[config.mk]
export PLATFORM = sky130hd
export DESIGN_NAME = cmt_timer
export DESIGN_NICKNAME = d
export VERILOG_FILES = /design/src/rtl/cmt_pkg.sv /design/src/rtl/cmt_regs.sv /design/src/rtl/cmt_tick_gen.sv /design/src/rtl/cmt_count.sv /design/src/rtl/cmt_timer.sv
export SDC_FILE = /design/constraint.sdc
export NUM_CORES = 1
export LEC_CHECK = 0
export BUFFER_PORTS_ARGS = -buffer_cell sky130_fd_sc_hd__buf_2
export CORE_MARGIN = 4
export CORE_UTILIZATION = 50
export CTS_BUF_LIST = sky130_fd_sc_hd__clkbuf_8
export DETAILED_ROUTE_END_ITERATION = 6
export HOLD_SLACK_MARGIN = 0.15
export PLACE_DENSITY_LB_ADDON = 0.05
export SLEW_MARGIN = 0
export SYNTH_ARGS = -nofsm -noshare
export SYNTH_HDL_FRONTEND = slang
export SYNTH_SLANG_ARGS = --single-unit
[constraint.sdc]
create_clock -name clk -period 2.21 [get_ports clk]
set_input_delay 0.1105 -clock clk [delete_from_list [all_inputs] [get_ports clk]]
set_output_delay 0.1105 -clock clk [all_outputs]
set_load 0.05 [all_outputs]
[src/rtl/cmt_pkg.sv]
package cmt_pkg;

    localparam int DATA_W = 32;
    localparam int PRE_W  = 12;
    localparam int OSC_W  = 4;

    // register byte offsets
    localparam logic [7:0] OFF_CTRL = 8'h00;
    localparam logic [7:0] OFF_PRE  = 8'h04;
    localparam logic [7:0] OFF_STAT = 8'h08;
    localparam logic [7:0] OFF_IEN  = 8'h0C;
    localparam logic [7:0] OFF_CMP  = 8'h10;
    localparam logic [7:0] OFF_CNT  = 8'h24;

    // control field positions
    localparam int CTL_EN    = 0;
    localparam int CTL_WAIT  = 3;
    localparam int CTL_SRC   = 6;
    localparam int CTL_FREE  = 9;
    localparam int CTL_OSCEN = 10;

    // oscillator divider field position in the prescaler register
    localparam int PRE_OSC_LSB = 12;

    // clock source codes
    localparam logic [2:0] SRC_IPG = 3'd1;
    localparam logic [2:0] SRC_PER = 3'd2;
    localparam logic [2:0] SRC_OSC = 3'd5;

    // fixed oscillator divide-by-8 terminal count
    localparam logic [OSC_W-1:0] OSC_FIXED_LIM = OSC_W'(7);

    typedef struct packed {
        logic       osc_pre_en;
        logic       free_run;
        logic [2:0] src;
        logic       wait_en;
        logic       en;
    } ctl_t;

endpackage

[src/rtl/cmt_regs.sv]
module cmt_regs
    import cmt_pkg::*;
#(
    parameter int ADDR_W = 8,
    parameter int CNT_W  = 32
) (
    input  logic                 clk,
    input  logic                 rst_n,
    input  logic                 bus_wr,
    input  logic [ADDR_W-1:0]    bus_addr,
    input  logic [DATA_W-1:0]    bus_wdata,
    output logic [DATA_W-1:0]    bus_rdata,
    input  logic [CNT_W-1:0]     cnt_val,
    input  logic                 flag,
    output ctl_t                 ctl,
    output logic [15:0]          prer,
    output logic                 ien,
    output logic [CNT_W-1:0]     cmp,
    output logic                 clr_flag
);

    typedef struct packed {
        ctl_t             ctl;
        logic [15:0]      prer;
        logic             ien;
        logic [CNT_W-1:0] cmp;
    } regs_t;

    regs_t regs_d, regs_q;

    logic hit_ctrl, hit_pre, hit_stat, hit_ien, hit_cmp, hit_cnt;

    always_comb begin
        hit_ctrl = (bus_addr == ADDR_W'(OFF_CTRL));
        hit_pre  = (bus_addr == ADDR_W'(OFF_PRE));
        hit_stat = (bus_addr == ADDR_W'(OFF_STAT));
        hit_ien  = (bus_addr == ADDR_W'(OFF_IEN));
        hit_cmp  = (bus_addr == ADDR_W'(OFF_CMP));
        hit_cnt  = (bus_addr == ADDR_W'(OFF_CNT));
    end

    // next-state computation
    always_comb begin
        regs_d   = regs_q;
        clr_flag = 1'b0;
        if (bus_wr) begin
            if (hit_ctrl) begin
                regs_d.ctl.en         = bus_wdata[CTL_EN];
                regs_d.ctl.wait_en    = bus_wdata[CTL_WAIT];
                regs_d.ctl.src        = bus_wdata[CTL_SRC +: 3];
                regs_d.ctl.free_run   = bus_wdata[CTL_FREE];
                regs_d.ctl.osc_pre_en = bus_wdata[CTL_OSCEN];
            end
            if (hit_pre) regs_d.prer = bus_wdata[15:0];
            if (hit_ien) regs_d.ien  = bus_wdata[0];
            if (hit_cmp) regs_d.cmp  = bus_wdata[CNT_W-1:0];
            if (hit_stat) clr_flag   = bus_wdata[0];
        end
    end

    always_ff @(posedge clk or negedge rst_n) begin
        if (!rst_n) regs_q <= '0;
        else        regs_q <= regs_d;
    end

    // read mux
    always_comb begin
        bus_rdata = '0;
        if (hit_ctrl) begin
            bus_rdata[CTL_EN]      = regs_q.ctl.en;
            bus_rdata[CTL_WAIT]    = regs_q.ctl.wait_en;
            bus_rdata[CTL_SRC +: 3] = regs_q.ctl.src;
            bus_rdata[CTL_FREE]    = regs_q.ctl.free_run;
            bus_rdata[CTL_OSCEN]   = regs_q.ctl.osc_pre_en;
        end else if (hit_pre) begin
            bus_rdata[15:0] = regs_q.prer;
        end else if (hit_stat) begin
            bus_rdata[0] = flag;
        end else if (hit_ien) begin
            bus_rdata[0] = regs_q.ien;
        end else if (hit_cmp) begin
            bus_rdata[CNT_W-1:0] = regs_q.cmp;
        end else if (hit_cnt) begin
            bus_rdata[CNT_W-1:0] = cnt_val;
        end
    end

    assign ctl  = regs_q.ctl;
    assign prer = regs_q.prer;
    assign ien  = regs_q.ien;
    assign cmp  = regs_q.cmp;

endmodule

[src/rtl/cmt_tick_gen.sv]
module cmt_tick_gen
    import cmt_pkg::*;
(
    input  logic             clk,
    input  logic             rst_n,
    input  logic             en,
    input  logic [2:0]       src,
    input  logic             osc_pre_en,
    input  logic [PRE_W-1:0] pre_lim,
    input  logic [OSC_W-1:0] osc_lim_prog,
    input  logic             ipg_tick,
    input  logic             per_tick,
    input  logic             osc_tick,
    output logic             cnt_tick
);

    typedef struct packed {
        logic [OSC_W-1:0] osc_cnt;
        logic [PRE_W-1:0] pre_cnt;
    } div_t;

    div_t div_d, div_q;

    logic [OSC_W-1:0] osc_lim;
    logic             osc_run;
    logic             osc_out;
    logic             src_tick;
    logic             pre_out;

    always_comb begin
        div_d    = div_q;
        osc_lim  = osc_pre_en ? osc_lim_prog : OSC_FIXED_LIM;
        osc_run  = en && (src == SRC_OSC);
        osc_out  = osc_run && osc_tick && (div_q.osc_cnt >= osc_lim);

        case (src)
            SRC_IPG: src_tick = ipg_tick;
            SRC_PER: src_tick = per_tick;
            SRC_OSC: src_tick = osc_out;
            default: src_tick = 1'b0;
        endcase

        pre_out = en && src_tick && (div_q.pre_cnt >= pre_lim);

        // oscillator divider
        if (!osc_run)      div_d.osc_cnt = '0;
        else if (osc_tick) div_d.osc_cnt = osc_out ? '0 : div_q.osc_cnt + OSC_W'(1);

        // main prescaler
        if (!en)           div_d.pre_cnt = '0;
        else if (src_tick) div_d.pre_cnt = pre_out ? '0 : div_q.pre_cnt + PRE_W'(1);

        cnt_tick = pre_out;
    end

    always_ff @(posedge clk or negedge rst_n) begin
        if (!rst_n) div_q <= '0;
        else        div_q <= div_d;
    end

    AST_BADSRC_IDLE: assert property (@(posedge clk) disable iff (!rst_n)
        (src != SRC_IPG && src != SRC_PER && src != SRC_OSC) |-> !cnt_tick);

    AST_OFF_DIVCLR: assert property (@(posedge clk) disable iff (!rst_n)
        !en |=> (div_q.pre_cnt == '0 && div_q.osc_cnt == '0));

endmodule

[src/rtl/cmt_count.sv]
module cmt_count #(
    parameter int CNT_W = 32
) (
    input  logic             clk,
    input  logic             rst_n,
    input  logic             en,
    input  logic             free_run,
    input  logic             tick,
    input  logic [CNT_W-1:0] cmp,
    input  logic             clr,
    output logic [CNT_W-1:0] cnt,
    output logic             flag
);

    typedef struct packed {
        logic [CNT_W-1:0] cnt;
        logic             flag;
    } st_t;

    st_t st_d, st_q;
    logic hit;

    always_comb begin
        st_d = st_q;
        hit  = en && tick && (st_q.cnt == cmp);
        if (!en) begin
            st_d.cnt = '0;
        end else if (tick) begin
            if (hit && !free_run) st_d.cnt = '0;
            else                  st_d.cnt = st_q.cnt + CNT_W'(1);
        end
        // set has priority over the software clear
        if (hit)      st_d.flag = 1'b1;
        else if (clr) st_d.flag = 1'b0;
    end

    always_ff @(posedge clk or negedge rst_n) begin
        if (!rst_n) st_q <= '0;
        else        st_q <= st_d;
    end

    assign cnt  = st_q.cnt;
    assign flag = st_q.flag;

    AST_STEP_ONE: assert property (@(posedge clk) disable iff (!rst_n)
        (en && tick && !(st_q.cnt == cmp && !free_run)) |=> st_q.cnt == CNT_W'($past(st_q.cnt) + CNT_W'(1)));

    AST_EVENT_FLAG: assert property (@(posedge clk) disable iff (!rst_n)
        (en && tick && st_q.cnt == cmp) |=> st_q.flag);

    AST_RESTART_ZERO: assert property (@(posedge clk) disable iff (!rst_n)
        (en && tick && st_q.cnt == cmp && !free_run) |=> st_q.cnt == '0);

    AST_W1C_CLEAR: assert property (@(posedge clk) disable iff (!rst_n)
        (clr && !(en && tick && st_q.cnt == cmp)) |=> !st_q.flag);

    AST_OFF_HOLDS: assert property (@(posedge clk) disable iff (!rst_n)
        !en |=> st_q.cnt == '0);

    AST_SET_WINS: assert property (@(posedge clk) disable iff (!rst_n)
        (clr && en && tick && st_q.cnt == cmp) |=> st_q.flag);

endmodule

[src/rtl/cmt_timer.sv]
module cmt_timer
    import cmt_pkg::*;
#(
    parameter int ADDR_W = 8,
    parameter int CNT_W  = 32
) (
    input  logic              clk,
    input  logic              rst_n,
    input  logic              bus_wr,
    input  logic [ADDR_W-1:0] bus_addr,
    input  logic [31:0]       bus_wdata,
    output logic [31:0]       bus_rdata,
    input  logic              ipg_tick,
    input  logic              per_tick,
    input  logic              osc_tick,
    output logic              irq
);

    ctl_t             ctl;
    logic [15:0]      prer;
    logic             ien;
    logic [CNT_W-1:0] cmp;
    logic             clr_flag;
    logic [CNT_W-1:0] cnt_val;
    logic             flag;
    logic             cnt_tick;

    cmt_regs #(.ADDR_W(ADDR_W), .CNT_W(CNT_W)) u_regs (
        .clk       (clk),
        .rst_n     (rst_n),
        .bus_wr    (bus_wr),
        .bus_addr  (bus_addr),
        .bus_wdata (bus_wdata),
        .bus_rdata (bus_rdata),
        .cnt_val   (cnt_val),
        .flag      (flag),
        .ctl       (ctl),
        .prer      (prer),
        .ien       (ien),
        .cmp       (cmp),
        .clr_flag  (clr_flag)
    );

    cmt_tick_gen u_tick (
        .clk          (clk),
        .rst_n        (rst_n),
        .en           (ctl.en),
        .src          (ctl.src),
        .osc_pre_en   (ctl.osc_pre_en),
        .pre_lim      (prer[PRE_W-1:0]),
        .osc_lim_prog (prer[PRE_OSC_LSB +: OSC_W]),
        .ipg_tick     (ipg_tick),
        .per_tick     (per_tick),
        .osc_tick     (osc_tick),
        .cnt_tick     (cnt_tick)
    );

    cmt_count #(.CNT_W(CNT_W)) u_count (
        .clk      (clk),
        .rst_n    (rst_n),
        .en       (ctl.en),
        .free_run (ctl.free_run),
        .tick     (cnt_tick),
        .cmp      (cmp),
        .clr      (clr_flag),
        .cnt      (cnt_val),
        .flag     (flag)
    );

    assign irq = flag & ien;

    AST_CNT_WR_IGNORED: assert property (@(posedge clk) disable iff (!rst_n)
        (bus_wr && bus_addr == ADDR_W'(OFF_CNT) && !cnt_tick && ctl.en) |=> $stable(cnt_val));

endmodule

After elaboration in Yosys (flattened, before gate mapping)
Cells that the tools add are included.
{"block": "word_totals", "ff_bits": 105, "latchBits": 0, "ram_bits": 0, "rom_bits": 0, "input_bits": 46, "out_inout_bits": 33, "word_cells": 74, "mem_count": 0}
{"block": "classes", "addsub": 3, "multipliers": 0, "div": 0, "n_lt_le_gt_ge": 2, "eq_ne": 12, "shift": 0, "n_mux": 29, "n_bitwise": 1, "n_reduce_logical": 15}
{"operator": "$mux W32", "n": 5}
{"operator": "$mux W31", "n": 2}
{"operator": "$mux W12", "n": 3}
{"operator": "$add A32 B1 Y32 const B", "n": 1}
{"operator": "$eq A32 B32 Y1", "n": 1}
{"operator": "$mux W16", "n": 2}
{"operator": "$mux W21", "n": 1}
{"operator": "$eq A8 B4 Y1 const B", "n": 2}
{"operator": "$mux W4", "n": 4}
{"operator": "$add A12 B1 Y12 const B", "n": 1}
{"operator": "$ge A12 B12 Y1", "n": 1}
{"operator": "$eq A8 B3 Y1 const B", "n": 1}
{"operator": "$eq A8 B5 Y1 const B", "n": 1}
{"operator": "$eq A8 B6 Y1 const B", "n": 1}
{"operator": "$logic_and A1 B1 Y1", "n": 8}
{"operator": "$logic_not A8 Y1", "n": 1}
{"operator": "$mux W1", "n": 8}
{"operator": "$reduce_and A2 Y1", "n": 4}
{"operator": "$mux W5", "n": 1}
{"operator": "$add A4 B1 Y4 const B", "n": 1}
{"operator": "$ge A4 B4 Y1", "n": 1}
{"operator": "$mux W2", "n": 2}
{"operator": "$ne A2 B1 Y1 const B", "n": 2}
{"operator": "$eq A3 B1 Y1 const B", "n": 1}
{"operator": "other kinds (7)", "n": 7}

Depth between registers and ports, before layout
{"block": "depth", "word_depth": 13, "mapped_depth": 10, "ltp_nobuf": 9}

Cells and area by module
A second synthesis with hierarchy kept.
{"block": "unflattened", "cells_unflattened": 666, "area_unflattened_um2": 6535.0}
{"module": "cmt_regs", "n_inst": 1, "cells_per_inst": 229, "area_each_um2": 2806.4, "seq_area_each_um2": 1401.3}
{"module": "cmt_count", "n_inst": 1, "cells_per_inst": 273, "area_each_um2": 2323.5, "seq_area_each_um2": 825.8}
{"module": "cmt_tick_gen", "n_inst": 1, "cells_per_inst": 163, "area_each_um2": 1398.8, "seq_area_each_um2": 400.4}
{"module": "cmt_timer", "n_inst": 1, "cells_per_inst": 1, "area_each_um2": 6.3, "seq_area_each_um2": 0.0}

Worst setup path after synthesis
No wires, ideal clock.
{"block": "synth_path", "path_type": "input port to output port", "start": "in bus_addr[1]", "end": "out bus_rdata[11]", "t_arrival_ns": 2.431, "t_required_ns": 2.099, "slack_ns": -0.331, "cell_stages": 5, "n_path_buf": 2, "cell_sequence": "or4_4 or3_1 buf_2 clkbuf_1 o21ai_0"}
{"block": "synth_between", "elab_chain_len": 7, "elab_cells_between_ends": 12, "cone_classes": "eq/ne (5); mux (6); reduce/logical (1)"}
{"item": "from (decl)", "line_no": "cmt_timer.sv:10", "rtl": "input logic [ADDR_W-1:0] bus_addr,"}
{"item": "$eq A8 B6 Y1", "line_no": "cmt_regs.sv:39", "rtl": "hit_cnt = (bus_addr == ADDR_W'(OFF_CNT));"}
{"item": "$mux W32", "line_no": "cmt_regs.sv:83", "rtl": "end else if (hit_cnt) begin"}
{"item": "$mux W32", "line_no": "cmt_regs.sv:81", "rtl": "end else if (hit_cmp) begin"}
{"item": "$mux W31", "line_no": "cmt_regs.sv:79", "rtl": "end else if (hit_ien) begin"}
{"item": "$mux W31", "line_no": "cmt_regs.sv:77", "rtl": "end else if (hit_stat) begin"}
{"item": "$mux W16", "line_no": "cmt_regs.sv:75", "rtl": "end else if (hit_pre) begin"}
{"item": "$mux W21 (*)", "line_no": "cmt_regs.sv:69", "rtl": "if (hit_ctrl) begin"}
{"item": "to (decl)", "line_no": "cmt_timer.sv:12", "rtl": "output logic [31:0] bus_rdata,"}
Every way passes the cells marked *; elsewhere a longest branch is shown, timed or not.

Worst setup path after layout
{"block": "layout_path", "start": "reg u_regs.regs_q[55] (netlist: u_regs.ctl[6])", "end": "reg u_count.st_q (netlist bit u_count.cnt[25])"}
{"block": "layout_between", "elab_chain_len": 12, "elab_cells_between_ends": 13, "cone_classes": "order compare (1); eq/ne (1); mux (5); reduce/logical (6)"}
{"item": "from (decl)", "line_no": "cmt_regs.sv:29", "rtl": "regs_t regs_d, regs_q;"}
{"item": "from (signal assigned)", "line_no": "cmt_regs.sv:63", "rtl": "else regs_q <= regs_d;"}
{"item": "$mux W4 (*)", "line_no": "cmt_tick_gen.sv:32", "rtl": "osc_lim = osc_pre_en ? osc_lim_prog : OSC_FIXED_LIM;"}
{"item": "$ge A4 B4 Y1 (*)", "line_no": "cmt_tick_gen.sv:34", "rtl": "osc_out = osc_run && osc_tick && (div_q.osc_cnt >= osc_lim);"}
{"item": "$logic_and A1 B1 Y1 (*)", "line_no": "cmt_tick_gen.sv:34"}
{"item": "$pmux W1 S3 (*)", "line_no": "cmt_tick_gen.sv:36", "rtl": "case (src)"}
{"item": "$logic_and A1 B1 Y1 (*) (2 in series)", "line_no": "cmt_tick_gen.sv:43", "rtl": "pre_out = en && src_tick && (div_q.pre_cnt >= pre_lim);"}
{"item": "$logic_and A1 B1 Y1 (2 in series)", "line_no": "cmt_count.sv:25", "rtl": "hit = en && tick && (st_q.cnt == cmp);"}
{"item": "$logic_and A1 B1 Y1", "line_no": "cmt_count.sv:29", "rtl": "if (hit && !free_run) st_d.cnt = '0;"}
{"item": "$mux W32", "line_no": "cmt_count.sv:29"}
{"item": "$mux W32", "line_no": "cmt_count.sv:28", "rtl": "end else if (tick) begin"}
{"item": "$mux W32", "line_no": "cmt_count.sv:26", "rtl": "if (!en) begin"}
{"item": "to (signal assigned)", "line_no": "cmt_count.sv:39", "rtl": "else st_q <= st_d;"}
{"item": "to (decl)", "line_no": "cmt_count.sv:20", "rtl": "st_t st_d, st_q;"}
Every way passes the cells marked *; elsewhere a longest branch is shown, timed or not. The select of a mux whose other input is x is not followed.
A chain may end at the register's enable or synchronous reset.

==> metrics.txt <==
# TYPE chip_impl_metric gauge
chip_impl_metric{name="post_dp_cell_area",unit="mm2"} 0.007518
chip_impl_metric{name="powerDensity",unit="mW/mm2"} 463.4
chip_impl_metric{name="worstMarginPinSlew",unit="ns"} 0.6339
chip_impl_metric{name="post-route-period-util",unit="%"} 110.2
chip_impl_metric{name="timing.max_slew.rel_slack",unit="%"} 57.74
chip_impl_metric{name="cells_after_synthesis",unit=""} 619
chip_impl_metric{name="die-area",unit="mm2"} 0.01424
chip_impl_metric{name="num_antenna_cells",unit=""} 0
chip_impl_metric{name="flops_latches_synth",unit=""} 105
chip_impl_metric{name="power.share.switching",unit="%"} 26.08
chip_impl_metric{name="globalRoute.totalOverflow",unit=""} 0
chip_impl_info{name="holdCritPathClass",value="primary input to flip-flop"} 1
chip_impl_metric{name="final_design_area_no_fill",unit="mm2"} 0.008728
chip_impl_metric{name="routabilityCongestion",unit=""} 0.8604
chip_impl_metric{name="syn_avg_cell_area",unit="um2"} 10.01
chip_impl_metric{name="grt_max_degree",unit=""} 47
chip_impl_metric{name="cts_num_sinks",unit=""} 105
chip_impl_metric{name="core.rowCount",unit=""} 40
chip_impl_info{name="timing.critical_path.from_type",value="flip-flop"} 1
chip_impl_metric{name="power.static_leakage",unit="uW"} 0.004110
chip_impl_info{name="critPathCaptureType",value="flip-flop"} 1
chip_impl_metric{name="clock_transition_at_path_regs",unit="ns"} 0.10
chip_impl_metric{name="timing.hold.ws",unit="ns"} 0.2524
chip_impl_metric{name="report.final.hold_viol_count",unit=""} 0
chip_impl_metric{name="power_report.internal_total",unit="uW"} 2990
chip_impl_metric{name="detail_route.wl_per_cell",unit="um"} 19.39
chip_impl_metric{name="post_dp_hpwl",unit="um"} 13650
chip_impl_metric{name="clock_group_share_of_total_power",unit="%"} 34.1
chip_impl_metric{name="final_net_count",unit=""} 905
chip_impl_info{name="tritoncts",value="built"} 1
chip_impl_metric{name="number_of_global_route_vias_before_repair",unit=""} 5953
chip_impl_metric{name="grt_first_pass_wirelength",unit="um"} 31180
chip_impl_metric{name="synth-seq-area-share",unit="%"} 42.39
chip_impl_metric{name="synth-async-reset-ratio",unit="%"} 100.0
chip_impl_metric{name="grt_util_met1",unit="%"} 35.32
chip_impl_metric{name="worst_slack",unit="ns"} -0.2248
chip_impl_metric{name="htreeDepth",unit=""} 3
chip_impl_metric{name="cts-buffers-inserted",unit=""} 9
chip_impl_metric{name="net_switching_power",unit="uW"} 1055
chip_impl_metric{name="detail_route.drc_violations",unit=""} 0
chip_impl_metric{name="die-height",unit="um"} 119.3
chip_impl_info{name="rsz0062_at_grt",value="yes"} 1
chip_impl_metric{name="floorplan.initialDensity",unit="%"} 51.39
chip_impl_info{name="top_usage_layer",value="met2"} 1
chip_impl_metric{name="fin_worst_skew",unit="ns"} 0.009914
chip_impl_metric{name="detail_route.first_pass.iterations",unit=""} 5
chip_impl_metric{name="mappedNetlistNets",unit=""} 684
chip_impl_metric{name="grt_met2_usage",unit="%"} 48.22
chip_impl_metric{name="power.combinational.fraction",unit="%"} 16.1
chip_impl_metric{name="vias",unit=""} 5755
chip_impl_info{name="violations",value="negative setup slack"} 1
chip_impl_metric{name="final_core_util",unit="%"} 72.37
chip_impl_metric{name="vdd.ir_drop.worst",unit="V"} 0.0002903
chip_impl_info{name="outcome",value="finished with violations"} 1
chip_impl_metric{name="max_cap_violations",unit=""} 0
chip_impl_metric{name="max_freq",unit="MHz"} 410.7
chip_impl_metric{name="final_antenna_net_count",unit=""} 0
chip_impl_metric{name="gr-usage-all-layers",unit="%"} 27.86
chip_impl_metric{name="use_met3",unit="%"} 5.651
chip_impl_metric{name="critPathArrivalTime",unit="ns"} 2.74
chip_impl_metric{name="layout-drive-gt1-share",unit="%"} 38.58
chip_impl_info{name="cts-root-buf",value="clkbuf_8"} 1
chip_impl_metric{name="flow.area_growth_from_synthesis",unit="%"} 40.82
chip_impl_info{name="synth_ff_type",value="dfrtp_1"} 1
chip_impl_metric{name="final-setup-viol-count",unit=""} 33
chip_impl_metric{name="synthesis.area",unit="mm2"} 0.006198
chip_impl_metric{name="avgViaCountPerCell",unit=""} 5.681
chip_impl_metric{name="grt_antenna_before_repair",unit=""} 0
chip_impl_metric{name="post_synth_num_cell_types",unit=""} 62
chip_impl_metric{name="core",unit="mm2"} 0.01206
chip_impl_metric{name="final_cells",unit=""} 1013
chip_impl_info{name="kind_of_critical_path",value="flip-flop to flip-flop"} 1
chip_impl_metric{name="initialDrtViolationCount",unit=""} 396
chip_impl_metric{name="route.final.wire_length",unit="um"} 19640
chip_impl_metric{name="design.portCount",unit=""} 79
chip_impl_metric{name="max_fo_critical_path",unit=""} 6
chip_impl_metric{name="number_of_enable_flip_flop_cells_after_synthesis",unit=""} 0
chip_impl_metric{name="fp.dieW",unit="um"} 119.3
chip_impl_metric{name="p_seq_share",unit="%"} 49.9
chip_impl_metric{name="required",unit="ns"} 2.52
chip_impl_metric{name="ctsLongestPathBuffers",unit=""} 2
chip_impl_metric{name="timing.final.max_slew_violations",unit=""} 0
chip_impl_metric{name="synth.yosys.warnings",unit=""} 0
chip_impl_metric{name="port_buffers",unit=""} 78
chip_impl_metric{name="clock_latency",unit="ns"} 0.40
chip_impl_metric{name="dp_cells",unit=""} 939
chip_impl_metric{name="timing.final.crit_period",unit="ns"} 2.435
-- through the flow --
stage,power [uW],worst slack (ns),TNS (ns)
6_report,4045,-0.2248,-5.107
5_1_grt,4210,-0.3683,-9.317
4_1_cts,4074,-0.2304,-5.155
3_5_place_dp,2563,-0.2573,-6.920
3_3_place_gp,2552,-0.3584,-9.898
2_1_floorplan,2275,-0.3313,-3.115
-- worst max-delay path, cell delays in order (launching register included) --
cell,delay (ns)
dfrtp_1,0.40
buf_4,0.12
nand2b_1,0.05
ha_1,0.27
nor2b_1,0.05
o21ai_2,0.15
a21oi_2,0.08
o21ai_2,0.22
nand4_1,0.15
buf_6,0.16
buf_12,0.13
buf_4,0.13
buf_6,0.11
o41ai_2,0.31
-- final cells by class --
| type | instances | area [um2] |
|---|---|---|
| Timing Repair Buffer | 241 | 1902 |
| Clock inverter | 5 | 71.32 |
| Fill cell | 866 | 3333 |
| Inverter | 32 | 120.1 |
| Multi-Input combinational cell | 451 | 3645 |
| Sequential cell | 105 | 2629 |
| Tap cell | 168 | 210.2 |
| Clock buffer | 11 | 151.4 |
-- metal layers --
layer / part of all wire (%) / vias up
li1: - / 2697
met5: 0 / -
met2: 51 / 187
met4: 2.6 / 0
met1: 41 / 2825
met3: 5.6 / 46
-- synthesized netlist by cell type, types with 3 or more instances --
cell type / count / area share [%]
o21a_1: 3 / 0.36
nor2_1: 25 / 1.5
o21ai_0: 44 / 3.6
nor4_1: 3 / 0.30
nor2b_1: 4 / 0.40
nand2b_1: 7 / 0.71
a221o_1: 6 / 0.97
or3_1: 16 / 1.6
clkbuf_2: 3 / 0.24
nor3_1: 5 / 0.40
nand3_1: 24 / 1.9
dfrtp_1: 105 / 42
a21o_1: 4 / 0.48
clkbuf_1: 10 / 0.61
xnor2_1: 32 / 4.5
buf_1: 4 / 0.24
xor2_1: 7 / 0.99
and3_1: 15 / 1.5
a22o_1: 16 / 2.3
mux2_2: 46 / 8.4
a21oi_1: 22 / 1.8
mux2i_1: 17 / 2.7
mux2_4: 10 / 2.4
ha_1: 19 / 3.8
o311ai_0: 3 / 0.42
buf_2: 13 / 1.0
and2_1: 4 / 0.40
nand2_1: 45 / 2.7
o21bai_1: 4 / 0.48
inv_1: 31 / 1.9
or4_1: 3 / 0.36
o31ai_1: 10 / 1.2
nand4_1: 26 / 2.6
-- state kept, by name (all words and copies together), names as in the netlist --
name	cells
u_count.cnt	32
u_tick.div_q	16
u_regs.cmp	32
u_regs.ien	1
u_count.flag	1
u_regs.ctl	7
u_regs.prer	16
-- logic make-up after synthesis --
logic type               count (synthesis)  share of synthesized area [%]
flip-flops                             105                          42.39
AND/OR/NAND/NOR                        192                          16.79
buffers and inverters                   63                          4.259
multiplexers                            73                          13.52
AO/OA/AOI/OAI                          128                          13.69
adder cells (fa/ha/maj)                 19                          3.835
XOR/XNOR                                39                          5.511
-- worst paths after layout --
check	startpoint	slack (ns)	end	cells after the start
max	u_regs.ctl[6]	-0.22	u_count.cnt[25]	13
min	bus_addr[4]	0.25	u_count.flag	6
max reg2reg	u_regs.ctl[6]	-0.22	u_count.cnt[25]	13
min reg2reg	u_tick.div_q[15]	0.50	u_tick.div_q[15]	1
max in group asynchronous	rst_n	1.27	u_tick.div_q[3]	3
min in group asynchronous	rst_n	0.27	u_regs.cmp[13]	2
-- layout by cell type, fill, tap and decap left out, types with 17 or more instances in the layout --
cell type        n
buf_2           77
buf_4          105
dfrtp_1        104
dlygate4sd3_1   38
ha_1            18
inv_1           34
mux2_2          46
mux2i_1         17
nand2_1         44
nand3_1         24
nand4_1         26
nor2_1          25
o21ai_0         21
xnor2_1         27
-- timing repair --
item                                   CTS  global route
hold buffers                            38             0
setup endpoints to repair               43            45
cloned                                   5             1
pin swaps                               34            23
endpoints found under the hold margin  104             0
setup buffers                           15             6
gates resized for setup                 71            26
-- power by group through the flow --
| stage | Combinational [uW] | Clock [uW] | Sequential, uW |
|---|---|---|---|
| floorplan | 235 | 0 | 2040 |
| global placement | 502 | 0 | 2050 |
| detailed placement | 509 | 0 | 2050 |
| CTS | 666 | 1390 | 2020 |
| global route | 700 | 1480 | 2030 |
| finish | 649 | 1380 | 2020 |
(Power assumes the default switching activity.)
